File: src/rtl/irqc_pkg.sv
package irqc_pkg;
  localparam int REG_W = 8;
  localparam int ADDR_W = 2;

  typedef enum logic [ADDR_W-1:0] {
    SEL_CTRL = 2'd0,
    SEL_OPT  = 2'd1,
    SEL_PORT = 2'd2,
    SEL_NONE = 2'd3
  } reg_sel_e;

  // control register bit positions
  localparam int B_GIE    = 7;
  localparam int B_TMR_EN = 5;
  localparam int B_EXT_EN = 4;
  localparam int B_CHG_EN = 3;
  localparam int B_TMR_F  = 2;
  localparam int B_EXT_F  = 1;
  localparam int B_CHG_F  = 0;
  // option register bit position
  localparam int B_EDGE   = 6;

  // edge qualifier: sel=1 rising, sel=0 falling
  function automatic logic edge_hit(input logic sel, input logic cur, input logic prev);
    return sel ? (cur & ~prev) : (~cur & prev);
  endfunction

  // per-source flag AND enable, {timer, pin, change}
  function automatic logic [2:0] pending(input logic [REG_W-1:0] c);
    return {c[B_TMR_EN] & c[B_TMR_F], c[B_EXT_EN] & c[B_EXT_F], c[B_CHG_EN] & c[B_CHG_F]};
  endfunction
endpackage

File: src/rtl/irqc_sync.sv
module irqc_sync #(
  parameter int W      = 1,
  parameter int STAGES = 2
) (
  input  logic         clk,
  input  logic         rst_n,
  input  logic [W-1:0] d,
  output logic [W-1:0] q
);
  logic [W-1:0] stg [STAGES];

  for (genvar i = 0; i < STAGES; i++) begin : g_stg
    if (i == 0) begin : g_first
      always_ff @(posedge clk) begin
        if (!rst_n) stg[i] <= '0;
        else        stg[i] <= d;
      end
    end else begin : g_next
      always_ff @(posedge clk) begin
        if (!rst_n) stg[i] <= '0;
        else        stg[i] <= stg[i-1];
      end
    end
  end

  assign q = stg[STAGES-1];
endmodule

File: src/rtl/irqc_ext_edge.sv
module irqc_ext_edge
  import irqc_pkg::*;
#(
  parameter int SYNC_STAGES = 2
) (
  input  logic clk,
  input  logic rst_n,
  input  logic pin,
  input  logic rise_sel,
  output logic edge_evt
);
  logic pin_s;
  logic pin_prev;

  irqc_sync #(.W(1), .STAGES(SYNC_STAGES)) sync_i (
    .clk(clk), .rst_n(rst_n), .d(pin), .q(pin_s)
  );

  always_ff @(posedge clk) begin
    if (!rst_n) pin_prev <= 1'b0;
    else        pin_prev <= pin_s;
  end

  assign edge_evt = edge_hit(rise_sel, pin_s, pin_prev);


  ext_edge_single_chk: assert property (@(posedge clk) disable iff (!rst_n)
    edge_evt |=> (!edge_evt || !$stable(rise_sel)));
endmodule

File: src/rtl/irqc_port_chg.sv
module irqc_port_chg
  import irqc_pkg::*;
#(
  parameter int W           = 8,
  parameter int CHG_LO      = 4,
  parameter int SYNC_STAGES = 2
) (
  input  logic         clk,
  input  logic         rst_n,
  input  logic [W-1:0] pins,
  input  logic         snap_ld,
  output logic [W-1:0] pins_s,
  output logic         chg_evt
);
  localparam int CW = W - CHG_LO;

  logic [CW-1:0] snap_q;

  irqc_sync #(.W(W), .STAGES(SYNC_STAGES)) sync_i (
    .clk(clk), .rst_n(rst_n), .d(pins), .q(pins_s)
  );

  always_ff @(posedge clk) begin
    if (!rst_n)       snap_q <= '0;
    else if (snap_ld) snap_q <= pins_s[W-1:CHG_LO];
  end

  assign chg_evt = |(snap_q ^ pins_s[W-1:CHG_LO]);


  snap_follow_chk: assert property (@(posedge clk) disable iff (!rst_n)
    (snap_ld && $stable(pins)) |=> (!chg_evt || !$stable(pins_s)));
endmodule

File: src/rtl/irq_flag_ctrl.sv
module irq_flag_ctrl
  import irqc_pkg::*;
#(
  parameter int SYNC_STAGES = 2,
  parameter int CHG_LO      = 4
) (
  input  logic              clk,
  input  logic              rst_n,
  input  logic [ADDR_W-1:0] reg_addr,
  input  logic              reg_wr,
  input  logic              reg_rd,
  input  logic [REG_W-1:0]  reg_wdata,
  output logic [REG_W-1:0]  reg_rdata,
  input  logic              ext_pin,
  input  logic              tmr_ovf,
  input  logic [REG_W-1:0]  port_pins,
  input  logic              vec_ack,
  output logic              irq_req,
  output logic              wake
);
  logic [REG_W-1:0] ctrl_q, ctrl_d;
  logic             rise_sel_q;
  logic             ext_evt, chg_evt;
  logic [REG_W-1:0] pins_s;
  logic             ctrl_wr, opt_wr, port_rd;
  logic [2:0]       pend;

  assign ctrl_wr = reg_wr && (reg_addr == SEL_CTRL);
  assign opt_wr  = reg_wr && (reg_addr == SEL_OPT);
  assign port_rd = reg_rd && (reg_addr == SEL_PORT);

  irqc_ext_edge #(.SYNC_STAGES(SYNC_STAGES)) ext_i (
    .clk(clk), .rst_n(rst_n), .pin(ext_pin), .rise_sel(rise_sel_q), .edge_evt(ext_evt)
  );

  irqc_port_chg #(.W(REG_W), .CHG_LO(CHG_LO), .SYNC_STAGES(SYNC_STAGES)) chg_i (
    .clk(clk), .rst_n(rst_n), .pins(port_pins), .snap_ld(port_rd),
    .pins_s(pins_s), .chg_evt(chg_evt)
  );

  // next state of control register: hardware set beats software clear
  always_comb begin
    ctrl_d = ctrl_q;
    if (ctrl_wr) ctrl_d = reg_wdata;
    ctrl_d[B_EDGE] = 1'b0;
    if (vec_ack) ctrl_d[B_GIE] = 1'b0;
    if (tmr_ovf) ctrl_d[B_TMR_F] = 1'b1;
    if (ext_evt) ctrl_d[B_EXT_F] = 1'b1;
    if (chg_evt) ctrl_d[B_CHG_F] = 1'b1;
  end

  always_ff @(posedge clk) begin
    if (!rst_n) begin
      ctrl_q     <= '0;
      rise_sel_q <= 1'b1;
    end else begin
      ctrl_q <= ctrl_d;
      if (opt_wr) rise_sel_q <= reg_wdata[B_EDGE];
    end
  end

  always_comb begin
    reg_rdata = '0;
    case (reg_addr)
      SEL_CTRL: reg_rdata = ctrl_q;
      SEL_OPT:  reg_rdata[B_EDGE] = rise_sel_q;
      SEL_PORT: reg_rdata = pins_s;
      default:  reg_rdata = '0;
    endcase
  end

  assign pend    = pending(ctrl_q);
  assign wake    = |pend;
  assign irq_req = wake & ctrl_q[B_GIE];


  ext_flag_set_chk: assert property (@(posedge clk) disable iff (!rst_n)
    ext_evt |=> ctrl_q[B_EXT_F]);

  tmr_flag_set_chk: assert property (@(posedge clk) disable iff (!rst_n)
    tmr_ovf |=> ctrl_q[B_TMR_F]);

  chg_flag_set_chk: assert property (@(posedge clk) disable iff (!rst_n)
    chg_evt |=> ctrl_q[B_CHG_F]);

  flag_sticky_chk: assert property (@(posedge clk) disable iff (!rst_n)
    (!ctrl_wr && ctrl_q[B_TMR_F]) |=> ctrl_q[B_TMR_F]);

  set_wins_chk: assert property (@(posedge clk) disable iff (!rst_n)
    (ctrl_wr && !reg_wdata[B_EXT_F] && ext_evt) |=> ctrl_q[B_EXT_F]);

  ack_drops_irq_chk: assert property (@(posedge clk) disable iff (!rst_n)
    vec_ack |=> !irq_req);

  irq_needs_wake_chk: assert property (@(posedge clk) disable iff (!rst_n)
    irq_req |-> wake);

  bit6_zero_chk: assert property (@(posedge clk) disable iff (!rst_n)
    ctrl_wr |=> !ctrl_q[B_EDGE]);
endmodule

File: config.mk
export PLATFORM = sky130hd
export DESIGN_NAME = irq_flag_ctrl
export DESIGN_NICKNAME = d
export VERILOG_FILES = /design/src/rtl/irqc_pkg.sv /design/src/rtl/irqc_sync.sv /design/src/rtl/irqc_ext_edge.sv /design/src/rtl/irqc_port_chg.sv /design/src/rtl/irq_flag_ctrl.sv
export SDC_FILE = /design/constraint.sdc
export NUM_CORES = 1
export LEC_CHECK = 0
export BUFFER_PORTS_ARGS = -buffer_cell sky130_fd_sc_hd__buf_4
export CAP_MARGIN = 20
export CORE_MARGIN = 3
export CORE_UTILIZATION = 53
export DETAILED_ROUTE_END_ITERATION = 7
export PLACE_DENSITY = 0.87
export SYNTH_ARGS = -nofsm -noshare
export SYNTH_HDL_FRONTEND = slang
export SYNTH_SLANG_ARGS = --single-unit
File: constraint.sdc
create_clock -name clk -period 3.4 [get_ports clk]
set_input_delay 0.68 -clock clk [delete_from_list [all_inputs] [get_ports clk]]
set_output_delay 0.68 -clock clk [all_outputs]
set_load 0.02 [all_outputs]
# Word level (Yosys, flattened, before mapping)
# Memories as Yosys holds them, arrays and structs flattened.
# Cells that the tools add are included.
# Widths: inputs -> output; s select.
# word_totals
memories	2
mem_bits_rw	18
wordCells	50
inputBits	25
regBits	13
# memory_table
name	depth	word_bits	read_ports	rd_clocked_by_memory_dff	wr	line_no	text
chg_i.sync_i.stg	2	8	2	0	2	irqc_sync.sv:10	logic [W-1:0] stg [STAGES];
ext_i.sync_i.stg	2	1	2	0	2	irqc_sync.sv:10	
# classes
bitwise_logic	14
mux	14
n_eq_ne	2
n_reduce_logical	10
# op_table
operator	count
$mux 8	2
$pmux 6 s2	1
$mux 1	8
$and 1x1->1	6
$reduce_bool 2->1	3
$or 1x1->1	4
$reduce_or 4->1	1
$xor 4x4->4	1
$logic_and 1x1->1	3
$mux 3	1
$not 1->1	3
$pmux 1 s3	1
$reduce_or 3->1	1
$eq 2x1->1 const B	1
$eq 2x2->1 const B	1
$logic_not 2->1	1
$pmux 1 s2	1
$reduce_or 2->1	1

# Depth between registers and ports, before layout
# Gate-level depths: netlist of the first run.
# An unclocked memory read counts as a cell.
# logic_depth
ltp_word	5
ltp_mapped	5
depth_no_buf	5

# Modules after synthesis
# Synthesis of the first run repeated with hierarchy kept, for this count alone.
# unflattened
cells_unflattened	113
area_unflattened_um2	1280.0
# modules_own_cells
module	cells_each	area_each_um2	n_inst
irq_flag_ctrl	53	533.0	1
irqc_sync at chg_i.sync_i	33	446.7	1
irqc_port_chg	18	197.7	1
irqc_sync at ext_i.sync_i	4	52.6	1
irqc_ext_edge	5	50.0	1

# Worst setup path before layout of the first run
# OpenSTA, ideal clock, no wires.
# synth_path
path_type	input -> output
from	input port reg_addr[0]
to	output port reg_rdata[0]
setup_slack_ps	1304
stages	4
t_arrival_ps	1416
path_cell_list	inv_1 > ha_1 > buf_4 > a22o_1
# synth_between
elab_chain_len	2
word_cells_on_any_way	3
cone_classes	1 x eq/ne; 1 x mux; 1 x reduce/logical
# synth_rtl
item	line_no	text
start: declaration	irq_flag_ctrl.sv:9	input logic [ADDR_W-1:0] reg_addr,
$eq 2x2->1 / $logic_not 2->1 (equally long branches)	irq_flag_ctrl.sv:64	case (reg_addr)
$pmux 6 s2 *	irq_flag_ctrl.sv:64	
end: declaration	irq_flag_ctrl.sv:13	output logic [REG_W-1:0] reg_rdata,
# Every way passes the cells marked *; elsewhere a longest branch is shown, timed or not.

# Worst setup path in the final report of the first run
# layout_path
from	input port reg_addr[0]
to	output port reg_rdata[6]
# layout_between
elab_chain_len	2
word_cells_on_any_way	4
cone_classes	2 x eq/ne; 1 x mux; 1 x reduce/logical
# layout_rtl
item	line_no
$eq 2x2->1, or another cell as far along	irq_flag_ctrl.sv:64
$pmux 1 s3 *	irq_flag_ctrl.sv:64
# Marked as above.

==> flow_summary.yaml, run 1 <==
place:
  io_buffers: 34
  placed_cell_area_mm2: 0.00144
  routabilityCongestion: 0.842
  dp_cells: 174
  post-dp-hpwl_um: 1640
floorplan:
  start_util_pct: 58.2
  die-width_um: 53.4
  row_count: 16
  die_y_um: 53.4
  die_area_mm2: 0.00285
  io_pins: 35
  fp.coreArea_mm2: 0.00204
setup_path:
  start_kind: "primary input"
  arrival_ns: 1.71
  cpMostUsedCell: "buf_4"
  ff2ff_setup_slack_ns: 2.43
  critPathMaxFanout: 13
  crit_family: "adder cells"
  worst_path_max_delay_cell: "ha_1"
  cp-end-kind: "output pin"
  path_cells: "buf_4 > inv_1 > ha_1 > a22oi_1 > nor2b_1 > buf_4"
  required_ns: 2.72
  crit_path_max_incr_delay_ns: 0.41
  path_class: "primary input to output pin"
  crit_buf_inv: 3
routing:
  drc: 0
  ant_nets: 0
  num_vias: 907
  wl_per_cell_um: 11.7
  first_iter_violations: 12
  dr.pass1.iters: 4
  wirelength_um: 2120
  routed_via_density: 4.98
min_path:
  hold_class: "flip-flop to flip-flop"
cells_and_area:
  final_nets: 182
  area_growth_pct: 25.3
  insertedDiodeCount: 0
  design_area_mm2: 0.00149
  fin_cells: 182
  mostFrequentLayoutCells: "34 x buf_4, 31 x dfxtp_1, 20 x and2_1"
  post-route-util_pct: 72.9
  drive_above_1_share_pct: 28.4
  layout_commonest_cell: "buf_4"
power_and_ir_drop:
  p_leak_nw: 0.700
  switchingPower_w: 0.000154
  vdd_drop_max_v: 0.000341
  power_w: 0.000654
  clockPowerShare_pct: 29.5
  power_density_mw_per_mm2: 439
  combPwrFrac_pct: 11.2
  p_int_w: 0.000500
  power_frac_seq_pct: 59.3
  sw_frac_of_total_pct: 23.6
clock_network:
  clock_path_buffers: 2
  cts-root-buf: "clkbuf_4"
  cts_max_level: 2
  clkTransAtPathRegs_ns: 0.09
  cts_setup_buffers: 0
  cts-hold-fix-buffers: 0
  ctsResizeCount: 0
  clk_latency_ns: 0.32
  cts_tree: "done"
  clock_sinks: 31
  cts-buffers-inserted: 5
synthesis:
  yosys.area.top_type: "dfxtp_1"
  synth.area.top_cells: "dfxtp_1 52%, and2_1 11%, a22o_1 5.2%"
  ys_warn_count: 0
  syn_nets: 147
  synth_top_area_share_pct: 52.2
  synth.distinct_cells: 24
  synth-seq-cells: 31
  ys_seq_area_share_pct: 52.2
  syn_area_mm2: 0.00119
  syn_area_per_cell_um2: 9.99
  syn-instance-count: 119
outcome:
  outcome: "complete, no violations"
timing:
  hold_viol: 0
  fin_crit_ns: 2.39
  fmax_mhz: 418
  slew_headroom_pct: 71.3
  tightest_slew_ns: 0.431
  setup_violations: 0
  grt_setup_unrepaired: "false"
  fin_crit_sh_pct: 70.4
  tns_ns: 0
  maxSlewViolCount: 0
  finalClockSkew_ns: 0.00970
flow_run:
  maxCapViolCount: 0
grt:
  antenna_found_initial: 0
  grt_pass1_wl_um: 3520
  grt_pass1_vias: 869
  grt_usage_pct: 17.6
  grt_overflow: 0
  grt_max_degree: 22
synthesized netlist by cell type:
| cell | number |
|---|---|
| mux2i_1 | 3 |
| a22o_1 | 7 |
| nand3b_1 | 1 |
| buf_2 | 1 |
| a211oi_2 | 1 |
| ha_1 | 3 |
| a22oi_1 | 2 |
| nor4_2 | 1 |
| nor2_1 | 2 |
| nand2_4 | 1 |
| dfxtp_1 | 31 |
| xor2_1 | 4 |
| nor3_2 | 1 |
| nand2_1 | 13 |
| a21oi_1 | 8 |
| and2_1 | 20 |
| nor2b_1 | 1 |
| buf_4 | 2 |
| buf_6 | 1 |
| nand3_1 | 9 |
| and3_1 | 1 |
| inv_1 | 3 |
| a31oi_1 | 1 |
| clkbuf_1 | 2 |
path summary, 6_finish.rpt:
path                                from                     end  depth (start not counted)
setup reg to reg  chg_i.sync_i.stg[1][7]               ctrl_q[0]                          3
hold reg to reg   chg_i.sync_i.stg[0][1]  chg_i.sync_i.stg[1][1]                          1
hold / removal    chg_i.sync_i.stg[0][1]  chg_i.sync_i.stg[1][1]                          1
setup / recovery             reg_addr[0]            reg_rdata[6]                          6
worst register-to-register path, stage by stage, from the launching register on:
cell,delay [ns]
dfxtp_1,0.35
xor2_1,0.16
nor4_2,0.26
a21oi_1,0.09
final cells by class:
type | instances | area, µm²
repair buffers | 34 | 255
multi-input cells | 79 | 518
clock inverters | 1 | 5.00
fillers | 163 | 553
clock buffers | 7 | 45.0
inverters | 3 | 11.3
well taps | 27 | 33.8
flip-flops and latches | 31 | 621
flip-flops by register name, indices dropped and copies added, names as in the netlist:
register	cells
ext_i.sync_i.stg	2
ctrl_q	7
rise_sel_q	1
chg_i.snap_q	4
ext_i.pin_prev	1
chg_i.sync_i.stg	16
layer usage:
metal	track usage, %	routed length, µm	vias up
met4	8.94	28	0
met5	0	0	-
met2	29.2	1030	33
met1	18.8	887	403
li1	-	-	468
met3	7.61	175	3
power by group through the flow:
stage,sequential [W],clock [W],combinational (W)
CTS,0.000387,0.000204,0.0000740
detailed placement,0.000396,0,0.0000737
floorplan,0.000393,0,0.0000431
global placement,0.000395,0,0.0000712
global route,0.000389,0.000222,0.0000816
finish,0.000387,0.000193,0.0000732
cells by family after synthesis:
| family | count (synthesis) | share of synthesized area (%) |
|---|---|---|
| AO/OA/AOI/OAI | 19 | 11.4 |
| XOR/XNOR | 4 | 2.95 |
| adder cells (fa/ha/maj) | 3 | 3.16 |
| buffers and inverters | 9 | 4.21 |
| flip-flops | 31 | 52.2 |
| multiplexers | 3 | 2.53 |
| AND/OR/NAND/NOR | 50 | 23.6 |
metrics by stage:
stage / worst slack, ns / hold slack, ns
2_1_floorplan: 1.30 / 0.412
3_3_place_gp: 1.09 / 0.416
3_5_place_dp: 1.02 / 0.418
4_1_cts: 1.00 / 0.429
5_1_grt: 0.904 / 0.439
6_report: 1.01 / 0.425
(Power assumes the default switching activity.)
==> inputs of run 2 (changes only) <==
--- a/config.mk
+++ b/config.mk
@@ -8,9 +8,9 @@
 export BUFFER_PORTS_ARGS = -buffer_cell sky130_fd_sc_hd__buf_4
 export CAP_MARGIN = 20
 export CORE_MARGIN = 3
-export CORE_UTILIZATION = 53
+export CORE_UTILIZATION = 49
 export DETAILED_ROUTE_END_ITERATION = 7
-export PLACE_DENSITY = 0.87
+export PLACE_DENSITY = 0.81
 export SYNTH_ARGS = -nofsm -noshare
 export SYNTH_HDL_FRONTEND = slang
 export SYNTH_SLANG_ARGS = --single-unit
==> constraint.sdc (replaced) <==
create_clock -name clk -period 2.35 [get_ports clk]
set_input_delay 0.47 -clock clk [delete_from_list [all_inputs] [get_ports clk]]
set_output_delay 0.47 -clock clk [all_outputs]
set_load 0.02 [all_outputs]
==> run 2 against run 1 <==
  * Sequential cell count unchanged
  * Largest power group unchanged
  * Utilization decreased by 5.8 points
  * Power increased by 55%
  * Routed wire length increased by 2.6%
  * Clock-buffer cell count unchanged
==> flow_summary.yaml, run 2 (synthesized netlist as in run 1, its figures left out) <==
outcome:
  outcome: "complete, no violations"
floorplan:
  row_count: 17
  die-width_um: 55.3
  fp.coreArea_mm2: 0.00225
  die_y_um: 55.3
  io_pins: 35
  die_area_mm2: 0.00305
  start_util_pct: 52.7
timing:
  grt_setup_unrepaired: "false"
  hold_viol: 0
  tightest_slew_ns: 0.428
  slew_headroom_pct: 71.5
  maxSlewViolCount: 0
  tns_ns: 0
  finalClockSkew_ns: 0.00638
  fmax_mhz: 510
  fin_crit_ns: 1.96
  fin_crit_sh_pct: 83.4
  setup_violations: 0
routing:
  first_iter_violations: 13
  dr.pass1.iters: 4
  num_vias: 888
  drc: 0
  ant_nets: 0
  wirelength_um: 2180
  wl_per_cell_um: 11.9
  routed_via_density: 4.85
clock_network:
  cts-buffers-inserted: 5
  ctsResizeCount: 0
  clock_sinks: 31
  cts_max_level: 2
  cts_setup_buffers: 0
  cts_tree: "done"
  cts-root-buf: "clkbuf_4"
  clock_path_buffers: 2
  clk_latency_ns: 0.33
  clkTransAtPathRegs_ns: 0.09
  cts-hold-fix-buffers: 0
place:
  io_buffers: 34
  placed_cell_area_mm2: 0.00144
  post-dp-hpwl_um: 1640
  dp_cells: 175
  routabilityCongestion: 0.834
setup_path:
  reg2reg_to: "ctrl_q[0]"
  arrival_ns: 1.49
  critPathMaxFanout: 13
  ff2ff_setup_slack_ns: 1.37
  rr_startpoint: "chg_i.sync_i.stg[1][6]"
  ff2ff_path_depth: 3
  cp-end-kind: "output pin"
  path_class: "primary input to output pin"
  required_ns: 1.88
  start_kind: "primary input"
  crit_start: "reg_addr[0]"
  cp-endpoint: "reg_rdata[6]"
grt:
  grt_max_degree: 22
  grt_overflow: 0
  grt_pass1_vias: 885
  grt_pass1_wl_um: 3800
  grt_usage_pct: 15.9
  antenna_found_initial: 0
power_and_ir_drop:
  vdd_drop_max_v: 0.000528
  p_leak_nw: 0.708
  power_density_mw_per_mm2: 670
  power_w: 0.00101
cells_and_area:
  mostFrequentLayoutCells: "34 x buf_4, 31 x dfxtp_1, 20 x and2_1"
  top_regs: "chg_i.sync_i.stg x16, ctrl_q x7, chg_i.snap_q x4"
  layout_commonest_cell: "buf_4"
  design_area_mm2: 0.00151
  multiInputGateArea_um2: 518
  area_growth_pct: 27.3
  fin_cells: 183
  seqCellArea_um2: 621
  largest_reg_flops: 16
  insertedDiodeCount: 0
  top_register: "chg_i.sync_i.stg"
  drive_above_1_share_pct: 29.7
  final_nets: 182
  fillers: 190
min_path:
  hold_class: "primary input to flip-flop"
flow_run:
  maxCapViolCount: 0
==> run 2: cell types whose count changed in the layout (fill, tap and decap cells not counted), sizes merged <==
cell,change
clkinv,-1
clkinvlp,+1
==> run 2: cell type report <==
cell class,count,area share [%]
Sequential cell,31,41.0
Multi-Input combinational cell,79,34.2
Timing Repair Buffer,34,16.9
Clock buffer,7,4.30
Tap cell,28,2.32
Inverter,3,0.744
Clock inverter,1,0.496
==> run 2: worst min-delay path by stage <==
stage / startpoint / to / slack [ns] / cells past startpoint
floorplan: chg_i.sync_i.stg[0][0] / chg_i.sync_i.stg[1][0] / 0.41 / 1
global placement: ext_i.sync_i.stg[0] / ext_i.sync_i.stg[1] / 0.42 / 1
detailed placement: chg_i.sync_i.stg[0][7] / chg_i.sync_i.stg[1][7] / 0.42 / 1
CTS: vec_ack / ctrl_q[7] / 0.29 / 2
global route: vec_ack / ctrl_q[7] / 0.28 / 2
finish: vec_ack / ctrl_q[7] / 0.30 / 2
==> run 2: routing by layer <==
metal  GRT usage [%]  vias up  part of all wire, %
met5               0        -                    0
met4            9.03        0                  3.3
met3            8.18        9                   10
met2            24.8       42                   44
met1            17.3      368                   42
li1                -      469                    -
==> run 2: where the power goes <==
group	internal (W)	leakage [nW]	total [W]	switching, W
clock	0.000175	0.0375	0.000347	0.000172
sequential	0.000548	0.255	0.000561	0.0000127
combinational	0.0000583	0.415	0.000106	0.0000477
==> run 2: through the flow <==
stage          setup WS [ns]  utilization, %  hold slack [ns]
6_report               0.391            67.1            0.299
5_1_grt                0.300            67.1            0.282
4_1_cts                0.396            67.1            0.286
3_5_place_dp           0.402            63.9            0.417
3_3_place_gp           0.454            63.9            0.415
2_1_floorplan          0.674               -            0.412
==> run 2: worst max-delay path, stage by stage <==
cell,delay (ns)
buf_4,0.12
inv_1,0.07
ha_1,0.42
a22oi_1,0.12
nor2b_1,0.13
buf_4,0.15
==> inputs of run 3 (changes only) <==
--- a/config.mk
+++ b/config.mk
@@ -5,12 +5,13 @@
 export SDC_FILE = /design/constraint.sdc
 export NUM_CORES = 1
 export LEC_CHECK = 0
+export ABC_AREA = 1
 export BUFFER_PORTS_ARGS = -buffer_cell sky130_fd_sc_hd__buf_4
 export CAP_MARGIN = 20
 export CORE_MARGIN = 3
-export CORE_UTILIZATION = 49
+export CORE_UTILIZATION = 45
 export DETAILED_ROUTE_END_ITERATION = 7
-export PLACE_DENSITY = 0.81
+export PLACE_DENSITY = 0.78
 export SYNTH_ARGS = -nofsm -noshare
 export SYNTH_HDL_FRONTEND = slang
 export SYNTH_SLANG_ARGS = --single-unit
==> constraint.sdc (replaced) <==
create_clock -name clk -period 1.65 [get_ports clk]
set_input_delay 0.33 -clock clk [delete_from_list [all_inputs] [get_ports clk]]
set_output_delay 0.33 -clock clk [all_outputs]
set_load 0.02 [all_outputs]
==> run 3 against run 2 <==
  * Sequential share of layout area is 1.9 points lower
  * Via count rose by 27%
  * Register-to-register slack worse by 0.70 ns
  * Final area is 4.8% higher
  * Combinational power grew 76%
  * Hold slack lost 0.14 ns
  * Clock power grew 16%
==> flow_summary.yaml, run 3 <==
clock_network:
  ctsResizeCount: 0
  clkTransAtPathRegs_ns: 0.09
  clock_path_buffers: 2
  cts-hold-fix-buffers: 0
  clk_latency_ns: 0.32
  cts-root-buf: "clkbuf_4"
  cts-buffers-inserted: 5
  cts_setup_buffers: 0
  clock_sinks: 31
  cts_tree: "done"
  cts_max_level: 2
synthesis:
  yosys.area.top_type: "dfxtp_1"
  synthArstFlopShare_pct: 0
  synth_top_area_share_pct: 49.6
  syn_area_per_cell_um2: 7.27
  ys_seq_area_share_pct: 49.6
  synth-seq-cells: 31
  syn_area_mm2: 0.00125
  yosysMostFrequentCell: "nand2_1"
  ys_warn_count: 0
  synth.distinct_cells: 20
  synth.area.top_cells: "dfxtp_1 50%, nand2_1 15%, inv_1 11%"
  synth_edf_count: 0
  synth_commonest_cells: "50 x nand2_1, 38 x inv_1, 31 x dfxtp_1"
  syn_nets: 200
  syn-instance-count: 172
  synthFlopType: "dfxtp_1"
grt:
  grt_overflow: 0
  grt_usage_pct: 16.9
  grt_pass1_wl_um: 4350
  antenna_found_initial: 0
  grt_max_degree: 31
  grt_pass1_vias: 1109
cells_and_area:
  design_area_mm2: 0.00159
  layout_commonest_cell: "nand2_1"
  insertedDiodeCount: 0
  fin_cells: 241
  largest_reg_flops: 16
  top_regs: "chg_i.sync_i.stg x16, ctrl_q x7, chg_i.snap_q x4"
  area_growth_pct: 26.8
  mostFrequentLayoutCells: "50 x nand2_1, 38 x inv_1, 34 x buf_4"
  top_register: "chg_i.sync_i.stg"
  drive_above_1_share_pct: 23.2
  final_nets: 238
routing:
  route.top_layer_used: "met4"
  wl_met1_um: 1060
  ant_nets: 0
  num_vias: 1126
  wl_per_cell_um: 10.6
  routed_via_density: 4.67
  dr.pass1.iters: 4
  met3_length_um: 203
  first_iter_violations: 17
  drc: 0
  wl_met2_um: 1210
  wirelength_um: 2550
floorplan:
  start_util_pct: 48.7
  die_y_um: 58.7
  die-width_um: 58.7
  fp.coreArea_mm2: 0.00257
  die_area_mm2: 0.00345
  row_count: 18
  io_pins: 35
setup_path:
  critPathMaxFanout: 6
  path_class: "primary input to output pin"
  ff2ff_setup_slack_ns: 0.67
  crit_buf_inv: 4
  reg2reg_to: "ctrl_q[0]"
  worst_path_max_delay_cell: "ha_2"
  rr_startpoint: "chg_i.sync_i.stg[1][5]"
  arrival_ns: 1.23
  cp-end-kind: "output pin"
  path_cells: "buf_4 > inv_1 > ha_2 > inv_1 > o21ai_0 > buf_4"
  crit_path_max_incr_delay_ns: 0.25
  ff2ff_path_depth: 7
  start_kind: "primary input"
  crit_family: "buffers and inverters"
  required_ns: 1.32
place:
  routabilityCongestion: 0.973
  dp_cells: 233
  post-dp-hpwl_um: 1960
  placed_cell_area_mm2: 0.00153
  io_buffers: 34
timing:
  grt_setup_unrepaired: "false"
  tightest_slew_ns: 0.282
  fin_crit_sh_pct: 94.6
  fmax_mhz: 641
  finalClockSkew_ns: 0.0162
  hold_viol: 0
  setup_violations: 0
  fin_crit_ns: 1.56
  slew_headroom_pct: 81.2
  tns_ns: 0
  maxSlewViolCount: 0
power_and_ir_drop:
  p_leak_nw: 0.886
  power_density_mw_per_mm2: 880
  vdd_drop_max_v: 0.000648
  power_w: 0.00140
min_path:
  hold_class: "primary input to flip-flop"
  holdCritStartpoint: "vec_ack"
  hold_end: "ctrl_q[7]"
  hold-path-cell-count: 2
outcome:
  outcome: "complete, no violations"
flow_run:
  maxCapViolCount: 0
run 3: changes by cell type after synthesis, moves of 3 or more:
| cell | previous run | this run |
|---|---|---|
| a21oi_1 | 8 | 4 |
| nor2_1 | 2 | 14 |
| and2_1 | 20 | 0 |
| o21ai_0 | 0 | 14 |
| nand2_1 | 13 | 50 |
| nand3_1 | 9 | 4 |
| inv_1 | 3 | 38 |
| a22o_1 | 7 | 0 |
| mux2i_1 | 3 | 0 |
| xor2_1 | 4 | 0 |
run 3: cell type report:
type / count / area, µm²
Tap cell: 30 / 37.5
Clock buffer: 7 / 45.0
Sequential cell: 31 / 621
Multi-Input combinational cell: 98 / 467
Timing Repair Buffer: 34 / 255
Fill cell: 233 / 982
Inverter: 40 / 155
Clock inverter: 1 / 5.00
run 3: how the worst max path moves through the flow:
stage	start	endpoint	cells after the start
floorplan	reg_addr[0]	reg_rdata[0]	4
global placement	reg_addr[0]	reg_rdata[1]	6
global route	reg_addr[1]	reg_rdata[1]	6
CTS	reg_addr[1]	reg_rdata[1]	6
detailed placement	reg_addr[0]	reg_rdata[2]	6
finish	reg_addr[0]	reg_rdata[1]	6
run 3: worst reg2reg max path, cell delays in order, from the launching register on:
cell and delay, ns:
dfxtp_1 0.36, inv_1 0.07, nand2_1 0.08, nand2_1 0.06
nor2_1 0.11, nand3_1 0.09, nand2_1 0.07, inv_1 0.04
run 3: power breakdown:
part / total, W / switching (W) / internal, W
sequential: 0.000804 / 0.0000179 / 0.000786
clock: 0.000404 / 0.000239 / 0.000166
combinational: 0.000187 / 0.0000990 / 0.0000880
run 3: cell families (layout without fill, tap and decap cells):
kind of cell	Yosys count	after routing	synth area share, %
compound gates	24	24	10.7
flops	31	31	49.7
buf+inv	43	82	13.4
fa+ha+maj	3	3	3.00
simple gates	71	71	23.2
run 3: metrics by stage:
stage | util [%] | worst slack, ns | hold WS, ns
detailed placement | 59.6 | 0.0375 | 0.395
finish | 61.7 | 0.0897 | 0.162
global route | 61.7 | 0.00197 | 0.149
global placement | 59.6 | 0.0565 | 0.393
CTS | 61.5 | 0.0365 | 0.145
floorplan | - | 0.0980 | 0.390
run 3: routing by layer:
layer  GRT usage, %  vias to the layer above
met5              0                        -
met2           29.3                       42
met3           4.82                       10
met4           10.4                        0
met1           17.9                      490
li1               -                      584
